--- config.mk ---
export PLATFORM = sky130hd
export DESIGN_NAME = tl7_pwm_seq
export DESIGN_NICKNAME = d
export VERILOG_FILES = /design/src/rtl/tlp_pkg.sv /design/src/rtl/tlp_rst_sync.sv /design/src/rtl/tlp_carrier.sv /design/src/rtl/tlp_phase_fsm.sv /design/src/rtl/tlp_deadtime.sv /design/src/rtl/tl7_pwm_seq.sv
export SDC_FILE = /design/constraint.sdc
export NUM_CORES = 1
export LEC_CHECK = 0
export BUFFER_PORTS_ARGS = -buffer_cell sky130_fd_sc_hd__buf_2
export CELL_PAD_IN_SITES_DETAIL_PLACEMENT = 0
export CELL_PAD_IN_SITES_GLOBAL_PLACEMENT = 2
export CORE_MARGIN = 3
export CORE_UTILIZATION = 41
export CTS_CLUSTER_DIAMETER = 40
export DETAILED_ROUTE_END_ITERATION = 12
export PLACE_DENSITY = 0.92
export SETUP_SLACK_MARGIN = 0.02
export SYNTH_ARGS = -nofsm -noshare
export SYNTH_HDL_FRONTEND = slang
export SYNTH_SLANG_ARGS = --single-unit
--- constraint.sdc ---
create_clock -name clk -period 7.9 [get_ports clk]
set_input_delay 1.58 -clock clk [delete_from_list [all_inputs] [get_ports clk]]
set_output_delay 1.58 -clock clk [all_outputs]
set_load 0.01 [all_outputs]
--- src/rtl/tlp_pkg.sv ---
package tlp_pkg;

  localparam int PHASES    = 3;
  localparam int SW_PER_PH = 4;
  localparam int SEGS      = 4;
  localparam int LVL_W     = 2;
  localparam int ENT_W     = PHASES * LVL_W;
  localparam int TBL_W     = SEGS * ENT_W;
  localparam int GATES     = PHASES * SW_PER_PH;

  typedef enum logic [LVL_W-1:0] {
    LVL_N   = 2'd0,
    LVL_O   = 2'd1,
    LVL_P   = 2'd2,
    LVL_BAD = 2'd3
  } lvl_e;

  // bit 0 = switch 1 (outer, positive rail) ... bit 3 = switch 4
  function automatic logic [SW_PER_PH-1:0] lvl_to_sw(input lvl_e lvl);
    logic [SW_PER_PH-1:0] sw;
    case (lvl)
      LVL_P:   sw = 4'b0011;
      LVL_O:   sw = 4'b0110;
      LVL_N:   sw = 4'b1100;
      default: sw = 4'b0000;
    endcase
    return sw;
  endfunction

  function automatic logic step_ok(input lvl_e cur, input lvl_e nxt);
    logic ok;
    if (nxt == LVL_BAD)                             ok = 1'b0;
    else if (cur == LVL_P && nxt == LVL_N)          ok = 1'b0;
    else if (cur == LVL_N && nxt == LVL_P)          ok = 1'b0;
    else                                            ok = 1'b1;
    return ok;
  endfunction

endpackage

--- src/rtl/tlp_rst_sync.sv ---
module tlp_rst_sync (
  input  logic clk,
  input  logic rst_n,
  output logic rst_sync_n
);

  logic [1:0] stg_q;

  always_ff @(posedge clk or negedge rst_n) begin
    if (!rst_n) stg_q <= 2'b00;
    else        stg_q <= {stg_q[0], 1'b1};
  end

  assign rst_sync_n = stg_q[1];

endmodule

--- src/rtl/tlp_carrier.sv ---
module tlp_carrier #(
  parameter int CNT_W = 12
) (
  input  logic             clk,
  input  logic             rst_n,
  input  logic [CNT_W-1:0] ts_i,
  input  logic [CNT_W-1:0] t1_i,
  input  logic [CNT_W-1:0] t2_i,
  input  logic [CNT_W-1:0] t3_i,
  output logic             load_o,
  output logic             zero_o,
  output logic [1:0]       seg_o
);

  localparam int THR_W = CNT_W + 1;

  logic [CNT_W-1:0] cnt_q, cnt_d;
  logic             up_q, up_d;
  logic [CNT_W-1:0] half_q, half_d;
  logic [THR_W-1:0] thr1_q, thr1_d;
  logic [THR_W-1:0] thr2_q, thr2_d;
  logic [THR_W-1:0] thr3_q, thr3_d;
  logic [THR_W-1:0] cnt_x;
  logic             load;

  // carrier next state
  always_comb begin
    cnt_d = cnt_q;
    up_d  = up_q;
    if (up_q && (cnt_q < half_q)) begin
      cnt_d = cnt_q + 1'b1;
    end else if (cnt_q <= CNT_W'(1)) begin
      cnt_d = '0;
      up_d  = 1'b1;
    end else begin
      cnt_d = cnt_q - 1'b1;
      up_d  = 1'b0;
    end
  end

  assign load = (cnt_d == '0);

  // threshold next state, enabled only at the period boundary
  always_comb begin
    half_d = half_q;
    thr1_d = thr1_q;
    thr2_d = thr2_q;
    thr3_d = thr3_q;
    if (load) begin
      half_d = ts_i >> 1;
      thr1_d = {1'b0, t1_i} >> 1;
      thr2_d = ({1'b0, t1_i} >> 1) + ({1'b0, t2_i} >> 1);
      thr3_d = ({1'b0, t1_i} >> 1) + ({1'b0, t2_i} >> 1) + ({1'b0, t3_i} >> 1);
    end
  end

  always_ff @(posedge clk or negedge rst_n) begin
    if (!rst_n) begin
      cnt_q  <= '0;
      up_q   <= 1'b1;
      half_q <= '0;
      thr1_q <= '0;
      thr2_q <= '0;
      thr3_q <= '0;
    end else begin
      cnt_q  <= cnt_d;
      up_q   <= up_d;
      half_q <= half_d;
      thr1_q <= thr1_d;
      thr2_q <= thr2_d;
      thr3_q <= thr3_d;
    end
  end

  assign cnt_x = {1'b0, cnt_q};

  always_comb begin
    if (cnt_x < thr1_q)      seg_o = 2'd0;
    else if (cnt_x < thr2_q) seg_o = 2'd1;
    else if (cnt_x < thr3_q) seg_o = 2'd2;
    else                     seg_o = 2'd3;
  end

  assign load_o = load;
  assign zero_o = (cnt_q == '0);

  // below the peak the carrier advances by exactly one per cycle
  p_count_up_r2: assert property (@(posedge clk) disable iff (!rst_n)
    (up_q && (cnt_q < half_q)) |=> (cnt_q == $past(cnt_q) + 1'b1));

  // the carrier never sits below zero on its way down
  p_down_nonzero_r2: assert property (@(posedge clk) disable iff (!rst_n)
    (!up_q) |-> (cnt_q != '0));

  // the period and thresholds stay frozen between boundaries
  p_hold_r3: assert property (@(posedge clk) disable iff (!rst_n)
    (!load) |=> ($stable(half_q) && $stable(thr3_q)));

endmodule

--- src/rtl/tlp_phase_fsm.sv ---
module tlp_phase_fsm
  import tlp_pkg::*;
(
  input  logic clk,
  input  logic rst_n,
  input  lvl_e tgt_i,
  output lvl_e lvl_o,
  output logic err_o
);

  lvl_e lvl_q, lvl_d;
  logic err_q, err_d;

  always_comb begin
    lvl_d = lvl_q;
    err_d = 1'b0;
    if (tgt_i != lvl_q) begin
      if (step_ok(lvl_q, tgt_i)) lvl_d = tgt_i;
      else                       err_d = 1'b1;
    end
  end

  always_ff @(posedge clk or negedge rst_n) begin
    if (!rst_n) begin
      lvl_q <= LVL_O;
      err_q <= 1'b0;
    end else begin
      lvl_q <= lvl_d;
      err_q <= err_d;
    end
  end

  assign lvl_o = lvl_q;
  assign err_o = err_q;

  // a phase on the positive rail never lands on the negative rail next
  p_no_jump_pn_r8: assert property (@(posedge clk) disable iff (!rst_n)
    (lvl_q == LVL_P) |=> (lvl_q != LVL_N));

  // the reverse jump is also refused
  p_no_jump_np_r8: assert property (@(posedge clk) disable iff (!rst_n)
    (lvl_q == LVL_N) |=> (lvl_q != LVL_P));

  // a refused request leaves the level untouched
  p_err_hold_r8: assert property (@(posedge clk) disable iff (!rst_n)
    err_q |-> $stable(lvl_q));

  // the undefined code is never stored
  p_no_bad_r5: assert property (@(posedge clk) disable iff (!rst_n)
    lvl_q != LVL_BAD);

endmodule

--- src/rtl/tlp_deadtime.sv ---
module tlp_deadtime #(
  parameter int DT_W = 8
) (
  input  logic            clk,
  input  logic            rst_n,
  input  logic            dem_i,
  input  logic [DT_W-1:0] dt_i,
  output logic            gate_o
);

  logic            gate_q, gate_d;
  logic [DT_W-1:0] wait_q, wait_d;

  always_comb begin
    gate_d = 1'b0;
    wait_d = '0;
    if (dem_i) begin
      if (gate_q || (wait_q >= dt_i)) begin
        gate_d = 1'b1;
      end else begin
        wait_d = wait_q + 1'b1;
      end
    end
  end

  always_ff @(posedge clk or negedge rst_n) begin
    if (!rst_n) begin
      gate_q <= 1'b0;
      wait_q <= '0;
    end else begin
      gate_q <= gate_d;
      wait_q <= wait_d;
    end
  end

  assign gate_o = gate_q;

  // removal of the demand turns the gate off on the next edge
  p_turnoff_r7: assert property (@(posedge clk) disable iff (!rst_n)
    (!dem_i) |=> (!gate_q));

  // a gate only rises after its demand was already present
  p_turnon_r7: assert property (@(posedge clk) disable iff (!rst_n)
    $rose(gate_q) |-> $past(dem_i));

endmodule

--- src/rtl/tl7_pwm_seq.sv ---
module tl7_pwm_seq
  import tlp_pkg::*;
#(
  parameter int CNT_W = 12,
  parameter int DT_W  = 8
) (
  input  logic               clk,
  input  logic               rst_n,
  input  logic [CNT_W-1:0]   ts_i,
  input  logic [CNT_W-1:0]   t1_i,
  input  logic [CNT_W-1:0]   t2_i,
  input  logic [CNT_W-1:0]   t3_i,
  input  logic [TBL_W-1:0]   seg_tbl_i,
  input  logic [DT_W-1:0]    dt_i,
  output logic [GATES-1:0]   gate_o,
  output logic               sync_o,
  output logic               err_o
);

  localparam logic [TBL_W-1:0] TBL_RST = {(SEGS*PHASES){2'b01}};

  logic               rst_i;
  logic               load;
  logic [1:0]         seg;
  logic [TBL_W-1:0]   tbl_q, tbl_d;
  logic [DT_W-1:0]    dt_q, dt_d;
  lvl_e               tgt [PHASES];
  lvl_e               lvl [PHASES];
  logic [PHASES-1:0]  ph_err;
  logic [GATES-1:0]   demand;

  tlp_rst_sync i_rst (
    .clk        (clk),
    .rst_n      (rst_n),
    .rst_sync_n (rst_i)
  );

  tlp_carrier #(.CNT_W(CNT_W)) i_carrier (
    .clk    (clk),
    .rst_n  (rst_i),
    .ts_i   (ts_i),
    .t1_i   (t1_i),
    .t2_i   (t2_i),
    .t3_i   (t3_i),
    .load_o (load),
    .zero_o (sync_o),
    .seg_o  (seg)
  );

  // table and dead time share the carrier's boundary enable
  always_comb begin
    tbl_d = tbl_q;
    dt_d  = dt_q;
    if (load) begin
      tbl_d = seg_tbl_i;
      dt_d  = dt_i;
    end
  end

  always_ff @(posedge clk or negedge rst_i) begin
    if (!rst_i) begin
      tbl_q <= TBL_RST;
      dt_q  <= '0;
    end else begin
      tbl_q <= tbl_d;
      dt_q  <= dt_d;
    end
  end

  for (genvar p = 0; p < PHASES; p++) begin : g_phase
    always_comb begin
      int idx;
      idx    = int'(seg) * ENT_W + p * LVL_W;
      tgt[p] = lvl_e'(tbl_q[idx +: LVL_W]);
    end

    tlp_phase_fsm i_fsm (
      .clk   (clk),
      .rst_n (rst_i),
      .tgt_i (tgt[p]),
      .lvl_o (lvl[p]),
      .err_o (ph_err[p])
    );

    assign demand[p*SW_PER_PH +: SW_PER_PH] = lvl_to_sw(lvl[p]);

    // outer and clamp switches of one leg never conduct together
    p_no_shoot_r9: assert property (@(posedge clk) disable iff (!rst_i)
      !(gate_o[p*SW_PER_PH] && gate_o[p*SW_PER_PH+2]) &&
      !(gate_o[p*SW_PER_PH+1] && gate_o[p*SW_PER_PH+3]));
  end

  for (genvar g = 0; g < GATES; g++) begin : g_gate
    tlp_deadtime #(.DT_W(DT_W)) i_dt (
      .clk    (clk),
      .rst_n  (rst_i),
      .dem_i  (demand[g]),
      .dt_i   (dt_q),
      .gate_o (gate_o[g])
    );
  end

  assign err_o = |ph_err;

endmodule

==> metrics.txt, run 1 <==
final wirelength=30,800 µm; Leakage=8.42 nW; RD Place Congestion=0.795; Row Count=66; DR WL/cell=16.5 µm; Root Driver=clkbuf_16; Synth top cells by count=195 x dfrtp_1, 188 x ha_1, 93 x nor2_1, 85 x inv_1, 77 x a21o_1; Slew @ Worst Pin=1.13 ns; CTS clk-pin slew, worst paths=0.06 ns; register area share after synthesis=0.388; pre-CTS WS=2.76 ns; Hold-fix buffers, CTS=0; status=finished clean; unrepaired setup endpoints after global routing=false; data required time of the worst path=8.28 ns; Clock Tree Buf Depth=3; top cell type's share of synthesized area=0.357; Critical path origin=i_carrier.cnt_q[6]; DP Area=0.0145 mm²; Most used DFF post-synth=dfrtp_1; CP peak stage delay=0.69 ns; count leader, synth=dfrtp_1; Post-synth EDFFs=0; fmax=194 MHz; core box area=0.0327 mm²; final worst slack=2.74 ns; TritonCTS Buffers=35; GR Overflow Total=0; DRT Pass-1 Iters=4; area grow syn2layout=14.6%; Final HPWL DP=21,800 µm; H-tree lvl count=2; dominant cell type by area after synthesis=dfrtp_1; IO Count=96; reg2reg setup slack=2.74 ns; startpoint types=flop; MaxCap Viol Count=0; largest net degree at the start of global routing=64; Initial DRC Count=478; Max VDD drop=0.158 mV; CP cell instances=ha_1 > a211o_1 > o211ai_1 > a21oi_1 > a21oi_1 > buf_4 > nor2_1 > a221o_1 > a32o_1 > or4_1 > or4b_4 > buf_4 > mux2_1; vias per cell=5.20; Buf/Inv on CP=2; Starting Density=0.418; r2r endpoint=tbl_q[15]; Cell Area, Synth=0.0137 mm²; crit-path max FO=63; main area contributors after synthesis=dfrtp_1 36%, ha_1 17%, mux2_4 5.7%; reg2reg path depth=13; Finished Layout Cells=1,860; Post-Syn Nets=1,562; end of the critical path=tbl_q[15]; post-layout util=0.479; Slew headroom=0.248; cts repair resizes=0; WP data arrival=5.54 ns; CP top delay family=simple AND/OR/NAND/NOR gates; minimum clock period after layout=5.16 ns; Reg-to-Reg Start=i_carrier.cnt_q[6]; DP Cell Count=1,796; post-synthesis cell type count=62; endpoint type of the worst setup path=flop; asr flop ratio synth=1.00; Cell Pwr Density=254 mW/mm²; clock sink count=211; postcts setup bufs=0; Synth Instances=1,290; design area=0.0157 mm²; Slew Limit Fails=0; Avg Synthesized Cell Area=10.6 µm²; final setup violation count=0; CTS tree=yes; min-delay worst type=reg -> reg; initial antenna violation count=0; Synth Register Bits=211; I/O Buffers=91; YS warnings=0; Die X=189 µm; GRT Total Usage=0.176; Total Neg Setup Slack=0 ns; routed via count=9,671; number of global-route vias before repair=10.0k; Critical Path Slowest Stage Cell=or4b_4; Crit. path cell count=13; fin crit share=0.654; area of the die=0.0356 mm²; Worst Skew=0.0167 ns; Clock Latency Late Sink=0.50 ns; share of cells above drive strength 1=0.169; first-pass GRT wire length=51,200 µm; Final Hold Vio Count=0; Residual DRC=0; final antenna-violating net count=0; NumNets Final=1,663; Chip Height=189 µm; Crit Path Class=reg -> reg
-- final cells by class --
class	instances	area, µm²
Inverter	85	319
Multi-Input combinational cell	960	7810
Clock buffer	47	993
Fill cell	3114	17000
Sequential cell	211	5300
Clock inverter	16	173
Tap cell	442	553
Antenna cell	1	2.50
Timing Repair Buffer	98	508
-- cells in the final DEF (no fill, tap or decap), drive strengths merged, types with 25 or more instances in the layout --
cell	count
clkbuf	47
mux2	74
buf	98
a21o	77
dfrtp	195
nand3	68
a21oi	43
nor3	39
nor2	93
xor2	66
and3	37
xnor2	25
ha	188
inv	91
nand2	39
-- state kept, by name, summed over array words and instances, names as in the netlist, 8 cells and up --
register	flops
g_gate.i_dt.wait_q	96
tbl_q	24
i_carrier.thr3_q	13
g_gate.i_dt.gate_o	12
i_carrier.cnt_q	12
i_carrier.thr2_q	12
i_carrier.half_q	11
i_carrier.thr1_q	11
dt_q	8
-- metrics by stage --
stage,total power [mW],hold WS (ns)
floorplan,2.20,0.331
global placement,2.45,0.338
detailed placement,2.48,0.346
CTS,4.03,0.352
global route,4.25,0.355
finish,3.98,0.349
-- worst reg2reg max path, stage by stage (launching register included) --
cell	delay, ns
dfrtp_1	0.68
ha_1	0.35
a211o_1	0.30
o211ai_1	0.10
a21oi_1	0.11
a21oi_1	0.13
buf_4	0.28
nor2_1	0.25
a221o_1	0.35
a32o_1	0.23
or4_1	0.54
or4b_4	0.69
buf_4	0.50
mux2_1	0.55
-- per-layer routing --
metal  routed length (µm)  part of all wire  track usage  vias up
met5                    0                 0            0        -
met4                  821             0.027       0.0527        0
met2                14200              0.46        0.290      160
met1                14700              0.48        0.240     4644
met3                 1100             0.036       0.0264       55
li1                     -                 -            -     4812
-- cells by family after synthesis --
| kind of cell | share of synthesized area |
|---|---|
| simple gates | 0.134 |
| compound gates | 0.114 |
| flops | 0.388 |
| fa+ha+maj | 0.175 |
| mux | 0.0884 |
| xor+xnor | 0.0583 |
| other cells | 0.000274 |
| buf+inv | 0.0415 |
-- power by group --
group | switching [mW] | internal [mW]
Combinational | 0.601 | 0.490
Sequential | 0.144 | 1.23
Clock | 0.555 | 0.960
-- worst min-delay path by stage --
stage / to / startpoint / depth (start not counted)
final: i_rst.stg_q[1] / i_rst.stg_q[0] / 0
after global routing: i_rst.stg_q[1] / i_rst.stg_q[0] / 0
after global placement: i_rst.stg_q[1] / i_rst.stg_q[0] / 0
after CTS: i_rst.stg_q[1] / i_rst.stg_q[0] / 0
after detailed placement: i_rst.stg_q[1] / i_rst.stg_q[0] / 0
after floorplan: i_rst.stg_q[1] / i_rst.stg_q[0] / 0
No activity file was read; power rests on OpenSTA's default activity.
==> run 2: changes to the inputs <==
- ABC_AREA: unset -> 1
- CORE_UTILIZATION: 41 -> 37
- PLACE_DENSITY: 0.92 -> 0.91
- clock period: 7.9 -> 5.3 ns (I/O delays scaled with it)
==> run 2 against run 1 <==
  * Sequential cell count did not move
  * Combinational power fell by 77%
  * Final cell count rose by 25%
  * Worst setup slack got worse by 1.4 ns
  * Register-to-register slack got worse by 1.3 ns
  * Cell area rose by 3.0%
  * Count of clock-buffer cells in the layout did not move
  * Critical path depth rose by 5
  * Clock power rose by 59%
  * First-iteration DRC count fell by 1.9%
==> metrics.txt, run 2 <==
status=finished clean; Worst Skew=0.0193 ns (+0.00256 ns); DRT Pass-1 Iters=6 (+2); CTS tree=yes; CTS clk-pin slew, worst paths=0.06 ns (about the same); DR WL met2=16,000 µm (+13%); share of cells above drive strength 1=0.110 (-0.0585); r2r endpoint=g_phase[1].i_fsm.err_o; Clock Tree Buf Depth=3 (unchanged); NumNets Final=2,067 (+24%); Critical path origin=t1_i[1]; Final HPWL DP=23,700 µm (+8.5%); Slew Limit Fails=0 (unchanged); Die X=200 µm (+6.2%); Root Driver=clkbuf_16; top cell type's share of synthesized area=0.349 (-0.00774); Leakage=8.84 nW (+5.0%); Clock Latency Late Sink=0.53 ns (+0.03 ns); initial antenna violation count=0 (unchanged); routed via count=11.0k (+14%); final setup violation count=0 (unchanged); WP data arrival=4.38 ns (-1.16 ns); cts repair resizes=0 (unchanged); core box area=0.0369 mm² (+13%); dominant cell type by area after synthesis=dfrtp_1; area of the die=0.0401 mm² (+13%); area grow syn2layout=15.4%; Reg-to-Reg Start=i_carrier.cnt_q[2]; first-pass GRT wire length=55,600 µm (+8.5%); reg2reg setup slack=1.45 ns (-1.29 ns); fmax=249 MHz; Synth Instances=1,705 (+32%); Largest register FFs=96 (unchanged); Hold-fix buffers, CTS=0 (unchanged); uppermost layer routed=met4; largest net degree at the start of global routing=137 (+110%); Row Count=70 (+6.1%); Residual DRC=0 (unchanged); minimum clock period after layout=4.01 ns; reg2reg path depth=20 (+7); Synth Register Bits=211 (unchanged); M1 wire length=15,500 µm (+6.0%); Slew @ Worst Pin=1.04 ns (-0.0911 ns); fin crit share=0.756; final antenna-violating net count=0 (unchanged); DR WL/cell=14.3 µm (-13%); Avg Synthesized Cell Area=8.19 µm² (-23%); Most used DFF post-synth=dfrtp_1; Total Neg Setup Slack=0 ns (unchanged); Final Hold Vio Count=0 (unchanged); min-delay worst type=in -> async; clock sink count=211 (unchanged); Met3 Wirelength=1200 µm (+9.8%); vias per cell=4.74 (-8.9%); data required time of the worst path=5.67 ns (-2.61 ns); IO Count=96 (unchanged); Crit Path Class=in -> reg; final wirelength=33,400 µm (+8.6%); count leader, synth=nand2_1; Max VDD drop=0.169 mV (+6.9%); Reg with most FFs=g_gate.i_dt.wait_q; GRT Total Usage=0.168 (-0.00757); postcts setup bufs=0 (unchanged); Starting Density=0.379 (-0.0391); endpoint type of the worst setup path=flop; Slew headroom=0.308 (+0.0607); Largest regs=g_gate.i_dt.wait_q: 96 flops, tbl_q: 24 flops, i_carrier.thr3_q: 13 flops; TritonCTS Buffers=38 (+8.6%); GR Overflow Total=0 (unchanged); Cell Area, Synth=0.0140 mm² (+2.2%); I/O Buffers=91 (unchanged); MaxCap Viol Count=0 (unchanged); Initial DRC Count=469 (-1.9%); most frequent cells in the layout=375 x nand2_1, 248 x inv_1, 194 x dfrtp_1, 188 x ha_1, 149 x nor2_1; Post-Syn Nets=1,977 (+27%); DP Cell Count=2,259 (+26%); main area contributors after synthesis=dfrtp_1 35%, ha_1 17%, nand2_1 10%; crit-path max FO=4 (-94%); register area share after synthesis=0.379 (-0.00840); H-tree lvl count=2 (unchanged); most common cell after layout, fill and taps aside=nand2_1; Finished Layout Cells=2,329 (+25%); Synth top cells by count=375 x nand2_1, 248 x inv_1, 195 x dfrtp_1, 188 x ha_1, 149 x nor2_1; number of global-route vias before repair=11.0k (+10%); Cell Pwr Density=266 mW/mm² (+4.6%); YS warnings=0 (unchanged); unrepaired setup endpoints after global routing=false; post-synthesis cell type count=45 (-27%); Post-synth EDFFs=0 (unchanged); Chip Height=200 µm (+6.2%); startpoint types=input port; asr flop ratio synth=1.00 (unchanged); Ant. Diodes=0 (-1); RD Place Congestion=0.806 (+1.3%)
## run 2: how the worst max path moves through the flow
stage	slack, ns	cells after the start	to
2_1_floorplan	1.36	17	i_carrier.thr3_q[11]
3_3_place_gp	0.80	18	i_carrier.thr3_q[11]
3_5_place_dp	0.76	18	i_carrier.thr3_q[11]
4_1_cts	1.32	18	i_carrier.thr3_q[11]
5_1_grt	0.93	18	i_carrier.thr3_q[11]
6_report	1.29	18	i_carrier.thr3_q[11]
## run 2: cells by family after synthesis
| logic type | Yosys count | synth area share |
|---|---|---|
| xor gates and xnor gates | 101 | 0.0633 |
| and+or+nand+nor | 730 | 0.226 |
| buffers and inverters | 296 | 0.0862 |
| adders and majority gates | 190 | 0.171 |
| AOI/OAI and AO/OA | 176 | 0.0741 |
| DFF | 211 | 0.379 |
| other | 1 | 0.000268 |
## run 2: layer usage
layer | up-vias | global-route usage
met1 | 5142 | 0.218
met5 | - | 0
met2 | 153 | 0.294
li1 | 5691 | -
met3 | 42 | 0.0275
met4 | 0 | 0.0414
## run 2: layout make-up
type	count	area (µm²)
inverters	251	942
clock buffers	47	1020
repair buffers	95	498
well taps	504	631
flip-flops and latches	211	5300
clock inverters	23	249
multi-input cells	1198	7480
fillers	3734	20700
## run 2: where the power goes
group	internal, mW	switching [mW]
Sequential	1.61	0.0112
Combinational	0.0979	0.148
Clock	1.54	0.877
Total	3.25	1.04
## run 2: critical path, cell delays in order
cell,delay [ns]
buf_2,0.09
ha_1,0.20
inv_1,0.07
fa_1,0.39
o21ai_0,0.40
a21oi_1,0.12
o21ai_0,0.21
xor2_1,0.21
inv_1,0.07
ha_1,0.33
a21oi_1,0.15
o21ai_0,0.09
a21oi_1,0.20
o21ai_0,0.19
a21o_1,0.21
a21oi_1,0.15
xor2_1,0.16
o21ai_1,0.08
## run 2: through the flow
stage	hold slack (ns)	power, mW	instance area, µm²	setup WS (ns)	util
3_3_place_gp	0.332	1.90	14900	0.802	0.403
6_report	0.326	4.29	16100	1.29	0.437
4_1_cts	0.304	4.37	16100	1.32	0.437
2_1_floorplan	0.331	1.81	14000	1.36	-
5_1_grt	0.312	4.47	16100	0.926	0.437
3_5_place_dp	0.341	1.90	14900	0.757	0.403
